`src/rtl/pc_sequencer.sv`:
```
module pc_sequencer #(
  parameter int ADDR_W  = 11,
  parameter int LOW_W   = 8,
  parameter int DEPTH   = 8,
  parameter int RST_VEC = 0,
  parameter int IRQ_VEC = 8
) (
  input  logic                          clk,
  input  logic                          rst_n,
  input  logic [2:0]                    op,
  input  logic [ADDR_W-1:0]             target,
  input  logic [LOW_W-1:0]              acc,
  input  logic                          irq_take,
  output logic [ADDR_W-1:0]             pc,
  output logic [$clog2(DEPTH+1)-1:0]    stk_depth,
  output logic                          stk_full,
  output logic                          stk_ovf,
  output logic                          gie
);
  localparam int HIGH_W = ADDR_W - LOW_W;
  localparam int PTR_W  = $clog2(DEPTH);
  localparam int CNT_W  = $clog2(DEPTH + 1);

  localparam logic [2:0] OP_HOLD = 3'd0;
  localparam logic [2:0] OP_INC  = 3'd1;
  localparam logic [2:0] OP_JMP  = 3'd2;
  localparam logic [2:0] OP_CALL = 3'd3;
  localparam logic [2:0] OP_RET  = 3'd4;
  localparam logic [2:0] OP_RETI = 3'd5;
  localparam logic [2:0] OP_ADDL = 3'd6;
  localparam logic [2:0] OP_SUBL = 3'd7;

  localparam logic [CNT_W-1:0] FULL_CNT = CNT_W'(DEPTH);

  logic [ADDR_W-1:0] pc_q, pc_d, push_val;
  logic [PTR_W-1:0]  ptr_q;
  logic [CNT_W-1:0]  cnt_q;
  logic              ovf_q, gie_q;
  logic              push, pop;
  logic [ADDR_W-1:0] stk [DEPTH];

  wire [LOW_W-1:0]  lo      = pc_q[LOW_W-1:0];
  wire [HIGH_W-1:0] hi      = pc_q[ADDR_W-1:LOW_W];
  wire [LOW_W:0]    add_sum = {1'b0, lo} + {1'b0, acc};
  wire [LOW_W-1:0]  sub_lo  = lo - acc;
  wire [ADDR_W-1:0] pc_inc  = pc_q + 1'b1;
  wire [PTR_W-1:0]  ptr_dn  = ptr_q - 1'b1;
  wire [ADDR_W-1:0] top_val = stk[ptr_dn];

  always_comb begin
    pc_d     = pc_q;
    push     = 1'b0;
    pop      = 1'b0;
    push_val = pc_inc;
    if (irq_take) begin
      pc_d     = ADDR_W'(IRQ_VEC);
      push     = 1'b1;
      push_val = pc_q;
    end else begin
      case (op)
        OP_HOLD: pc_d = pc_q;
        OP_INC:  pc_d = pc_inc;
        OP_JMP:  pc_d = target;
        OP_CALL: begin pc_d = target; push = 1'b1; end
        OP_RET, OP_RETI: begin pc_d = top_val; pop = 1'b1; end
        OP_ADDL: pc_d = {hi + HIGH_W'(add_sum[LOW_W]), add_sum[LOW_W-1:0]};
        OP_SUBL: pc_d = {hi, sub_lo};
        default: pc_d = pc_q;
      endcase
    end
  end

  always_ff @(posedge clk or negedge rst_n) begin
    if (!rst_n) begin
      pc_q  <= ADDR_W'(RST_VEC);
      ptr_q <= '0;
      cnt_q <= '0;
      ovf_q <= 1'b0;
      gie_q <= 1'b0;
    end else begin
      pc_q <= pc_d;
      if (push) begin
        ptr_q <= ptr_q + 1'b1;
        if (cnt_q == FULL_CNT) ovf_q <= 1'b1;
        else cnt_q <= cnt_q + 1'b1;
      end else if (pop) begin
        ptr_q <= ptr_dn;
        if (cnt_q != '0) cnt_q <= cnt_q - 1'b1;
      end
      if (irq_take) gie_q <= 1'b0;
      else if (op == OP_RETI) gie_q <= 1'b1;
    end
  end

  always_ff @(posedge clk) begin
    if (push) stk[ptr_q] <= push_val;
  end

  assign pc        = pc_q;
  assign stk_depth = cnt_q;
  assign stk_full  = (cnt_q == FULL_CNT);
  assign stk_ovf   = ovf_q;
  assign gie       = gie_q;

  a_r5_irq_vector: assert property (@(posedge clk) disable iff (!rst_n)
    irq_take |=> (pc == ADDR_W'(IRQ_VEC)) && !gie);

  a_r3_jump_target: assert property (@(posedge clk) disable iff (!rst_n)
    (!irq_take && op == OP_JMP) |=> pc == $past(target));

  a_r8_sub_keeps_high: assert property (@(posedge clk) disable iff (!rst_n)
    (!irq_take && op == OP_SUBL) |=> pc[ADDR_W-1:LOW_W] == $past(pc[ADDR_W-1:LOW_W]));

  a_r6_reti_sets_gie: assert property (@(posedge clk) disable iff (!rst_n)
    (!irq_take && op == OP_RETI) |=> gie);

  a_r6_ret_keeps_gie: assert property (@(posedge clk) disable iff (!rst_n)
    (!irq_take && op == OP_RET) |=> $stable(gie));

  a_r9_depth_bound: assert property (@(posedge clk) disable iff (!rst_n)
    stk_depth <= FULL_CNT);

  a_r10_ovf_sticky: assert property (@(posedge clk) disable iff (!rst_n)
    stk_ovf |=> stk_ovf);

  a_r10_ovf_on_full_push: assert property (@(posedge clk) disable iff (!rst_n)
    (stk_full && (irq_take || op == OP_CALL)) |=> stk_ovf && stk_full);
endmodule

```
`config.mk`:
```
export PLATFORM = sky130hd
export DESIGN_NAME = pc_sequencer
export DESIGN_NICKNAME = d
export VERILOG_FILES = /design/src/rtl/pc_sequencer.sv
export SDC_FILE = /design/constraint.sdc
export NUM_CORES = 1
export LEC_CHECK = 0
export BUFFER_PORTS_ARGS = -buffer_cell sky130_fd_sc_hd__buf_2
export CORE_UTILIZATION = 40
export CTS_CLUSTER_DIAMETER = 50
export DETAILED_ROUTE_END_ITERATION = 10
export GPL_TIMING_DRIVEN = 0
export MAX_ROUTING_LAYER = met4
export SETUP_SLACK_MARGIN = 0.05
export SLEW_MARGIN = 20
export SYNTH_ARGS = -nofsm -noshare
export SYNTH_HDL_FRONTEND = slang
export SYNTH_SLANG_ARGS = --single-unit
```
`constraint.sdc`:
```
create_clock -name clk -period 7 [get_ports clk]
set_input_delay 0.7 -clock clk [delete_from_list [all_inputs] [get_ports clk]]
set_output_delay 0.7 -clock clk [all_outputs]
set_load 0.03 [all_outputs]
```
Word-level counts from Yosys, hierarchy flattened. Memory sizes are Yosys's and may differ from the RTL's. Cells that the tools add are included.

Input port bits: 25. Memories kept: 1. RAM bits: 88. Logic and storage cells: 53. Register bits: 20.

Eq/ne operators: 11. Multiplexer cells: 17. Reductions and logical operators: 10. $add $sub $neg: 8.

Memory list: stk (words 8, width 11, rd ports 1, clocked after Yosys merged registers in 0, write ports 1, line 40) `logic [ADDR_W-1:0] stk [DEPTH];`.

Operators by type and width (count): $pmux W11 S5 (1); $mux W11 (2); $mux W4 (4); $eq A3 B3 Y1 const B (4); $add A11 B1 Y11 const B (1); $add A8 B8 Y9 (1); $mux W1 (8); $sub A8 B8 Y8 (1); $eq A3 B2 Y1 const B (2); $mux W3 (2); $ne A2 B2 Y1 const B (3); $reduce_bool A2 Y1 (3); $add A4 B1 Y4 const B (1); $eq A4 B4 Y1 const B (1); $reduce_and A2 Y1 (2); $reduce_bool A4 Y1 (1); $reduce_or A2 Y1 (2); $sub A4 B1 Y4 const B (1); $add A3 B1 Y3 (1); $add A3 B1 Y3 const B (1); $eq A3 B1 Y1 const B (1); $logic_not A3 Y1 (1); $reduce_and A3 Y1 (1); $sub A3 B1 Y3 const B (1).

Longest topological paths before layout.
Depth in word-level cells: 6. Depth in mapped cells: 15.

Least setup slack after synthesis. No wires, ideal clock.

Path kind: register to register. Start: register pc_q[0], in the netlist pc[0]. End: register pc_q[9], in the netlist pc[9]. Buffers on the path: 0. Arrival: 3.090 ns. Library setup time: 0.139 ns. Setup slack: 3.770 ns. Stages on the path, launching flop included: 16. Period minus slack after synthesis: 3.230 ns. Path through: dfrtp_1 -> ha_1 -> inv_1 -> fa_1 -> o21bai_1 -> a21oi_1 -> o31ai_1 -> a21oi_1 -> o21bai_1 -> ha_1 -> ha_1 -> a31o_2 -> a222oi_1 -> nand2_1 -> nand3_1 -> a31oi_1.

Word-level cells in the longest chain between the ends: 4. Elaborated cells on any way between the ends: 5. Those cells by class: add/sub (3); mux (2).

Ends and longest elaborated chain: start, declared (line 35) `logic [ADDR_W-1:0] pc_q, pc_d, push_val;`; start signal, assigned (line 75) `pc_q <= ADDR_W'(RST_VEC);`; start signal, assigned (line 81) `pc_q <= pc_d;`; $add A8 B8 Y9 (line 44) `wire [LOW_W:0] add_sum = {1'b0, lo} + {1'b0, acc};`; $add A3 B1 Y3 (line 66) `OP_ADDL: pc_d = {hi + HIGH_W'(add_sum[LOW_W]), add_sum[LOW_W-1:0]};`; $pmux W11 S5 (*) (line 60) `case (op)`; $mux W11 (*) (line 55) `if (irq_take) begin`.

Mark *: on every way between the ends. The rest lies on a longest branch, timed or not. A chain may end at the register's enable or synchronous reset.

Worst setup path after layout. Same ends and word-level chain as after synthesis.

==> impl_results.md <==
* I/O pins at 43
* First-pass GRT wire length at 21300 um
* Critical Path Start: pc[0]$_DFFE_PN0P_
* Inserted Diodes at 0
* Syn nets at 487
* Hold buffers post-CTS at 0
* Synth Area in Simple Gates at 9.68%
* Tmin final at 3.56 ns
* # Post-CTS Setup Buffers at 0
* Core ar. at 0.0139 sq mm
* Total power at 2.55 mW
* Compound-gate portion of the synthesized area at 9.66%
* Share of post-route cells with drive strength above 1 at 22.1%
* Fin worst setup slack at 3.44 ns
* Slew @ Worst Pin at 0.820 ns
* Layout Nets at 543
* Setup CP Type: register to register
* Initial antenna violation count at 0
* Final core occ at 47.1%
* Post-Synth Adder-Cell Area at 5.86%
* Tcrit/Tclk final at 50.8%
* Avg WL per Cell at 20.1 um
* Critical path arrival at 3.76 ns
* Remaining Overflow, GRT at 0
* Warnings, synthesis at 0
* Largest family of logic cells by synthesized area: multiplexers
* Worst Clk Skew at 0.00705 ns
* Worst-Skew Late Latency at 0.35 ns
* Place WS at 3.26 ns
* Die W at 122 um
* CTS sink count at 108
* Die Y at 122 um
* RR Startpoint: pc[0]$_DFFE_PN0P_
* Detailed Route Iter0 Violations at 266
* WL final at 13700 um
* Leakage at 2.52 nW
* Post-CTS sizing at 0
* Clock buffer depth at 2
* Placer congestion estimate at 0.886
* Vias in the first global route at 3779
* Placed wire-length estimate at 9820 um
* Ys flop type: edfxtp_1
* Layout area overhead at 14.6%
* Asr flop ratio synth at 18.5%
* Synth Instances at 437
* Die area at 0.0148 sq mm
* GR Util All Layers at 20.2%
* H-tree level count at 3
* Multiplexer area fraction after synthesis at 11.1%
* CTS tree: done
* Setup crit end kind: register
* Worst hold path type: input port to async pin
* Mean post-synth cell area at 13.1 sq um
* Root buffer cell: clkbuf_16
* DRC at 0
* Flops & latches, synth at 108
* Max Clk Rate at 0.281 GHz
* RSZ-0062 raised after global routing: no
* Post-synthesis cell type count at 58
* Worst path required time at 7.21 ns
* Fill count at 1232
* Total vias in the final route at 3845
* Vias per inst at 5.67
* Final setup fails at 0
* PwrDens at 389 mW/mm^2
* Peak VDD IR at 0.188 mV
* Largest net degree at the start of global routing at 22
* TritonRoute pass-1 iters at 4
* Fin. max-slew vios at 0
* Routed Antenna Nets at 0
* Final Hold Fails at 0
* Worst-path clk slew at 0.08 ns
* Outcome: finished, final reports clean
* Placement Rows at 43
* Hold_ws at 0.298 ns
* Final setup TNS at 0 ns
* Initial Utilization at 41.1%
* Synth Area in XOR/XNOR at 4.76%
* Startpoint Class: register
* IO Port Bufs at 39
* CTS Buf Count at 9
* Register area share after synthesis at 54.9%
* Post-synth EDFFs at 88
* Worst-path fanout max at 10
* Netlist Area Pre-Place at 0.00573 sq mm
* R2R depth at 15
* Rel. slew slack at 45.3%
* Max cap viols at 0
[worst max-delay path, stage by stage (launching register included)]
cell	delay (ns)
dfrtp_1	0.58
ha_1	0.25
inv_1	0.06
fa_1	0.41
o21bai_1	0.17
a21oi_1	0.11
o31ai_1	0.36
a21oi_1	0.13
o21bai_1	0.19
ha_1	0.18
ha_1	0.22
a31o_2	0.25
a222oi_1	0.21
nand2_1	0.11
nand3_1	0.11
a31oi_1	0.08
[cell type report]
class,count,area [sq um],share of cell area [%]
Multi-Input combinational cell,277,2390,36.4
Sequential cell,108,3140,47.9
Clock inverter,7,100,1.53
Tap cell,180,225,3.43
Timing Repair Buffer,45,251,3.83
Clock buffer,9,225,3.43
Inverter,28,105,1.60
Buffer,24,125,1.91
[sequential cells by signal (all words and copies together) (netlist names)]
signal     cells
stk           88
gie            1
stk_ovf        1
stk_depth      4
pc            11
ptr_q          3
[metrics by stage]
step	std cells	instance area [sq um]
after global routing	678	6560
after CTS	678	6560
after global placement	656	6150
after floorplan	437	5730
after detailed placement	662	6240
final	678	6560
[cells in the final DEF, fill, tap and decap left out, types with 11 or more instances in the layout]
| master | synthesis | routed |
|---|---|---|
| edfxtp_1 | 88 | 88 |
| buf_2 | 10 | 49 |
| inv_1 | 28 | 28 |
| nor2_1 | 28 | 25 |
| ha_1 | 22 | 22 |
| nand2_1 | 21 | 21 |
| a21oi_1 | 20 | 20 |
| dfrtp_1 | 20 | 20 |
| xnor2_1 | 19 | 19 |
| mux4_2 | 17 | 17 |
| o21ai_0 | 15 | 15 |
| nand3_1 | 11 | 11 |
[synthesized netlist by cell type, drive strengths merged (11+ instances only)]
library cell,number,area [sq um]
buf,15,91.3
o21ai,16,80.1
inv,28,105
ha,22,275
nand3,11,55.1
nand2,21,78.8
xnor2,19,166
edfxtp,88,2640
a21oi,20,100
nor3,14,70.1
dfrtp,20,500
nor2,28,105
mux4,22,514
[path summary, 6_finish.rpt]
kind / end / slack [ns]
max: pc[9]$_DFFE_PN0P_ / 3.44
min reg2reg: stk_ovf$_DFFE_PN0P_ / 0.47
max in group asynchronous: pc[8]$_DFFE_PN0P_ / 6.36
min in group clk: stk_ovf$_DFFE_PN0P_ / 0.47
max reg2reg: pc[9]$_DFFE_PN0P_ / 3.44
min: ptr_q[1]$_DFFE_PN0P_ / 0.30
[metal layers]
| layer | vias up | track usage (%) | wire length [um] |
|---|---|---|---|
| met3 | 25 | 3.84 | 586 |
| li1 | 1765 | - | - |
| met5 | - | - | 0 |
| met4 | 0 | 8.33 | 343 |
| met1 | 1948 | 25.4 | 6030 |
| met2 | 107 | 32.1 | 6690 |
[cells by family (layout without fill, tap and decap cells)]
logic type	count (synthesis)	count (layout)
buffers and inverters	52	113
adder cells (fa/ha/maj)	25	25
AND/OR/NAND/NOR	109	109
AO/OA/AOI/OAI	80	80
flip-flops	108	108
multiplexers	34	34
XOR/XNOR	29	29
[where the power goes]
group	leakage (nW)	switching (mW)	internal (mW)	total, mW
sequential	1.06	0.0844	0.864	0.948
clock	0.158	0.253	0.290	0.543
combinational	1.30	0.621	0.437	1.06
total	2.52	0.958	1.59	2.55
Power figures use the tool's default switching activity.
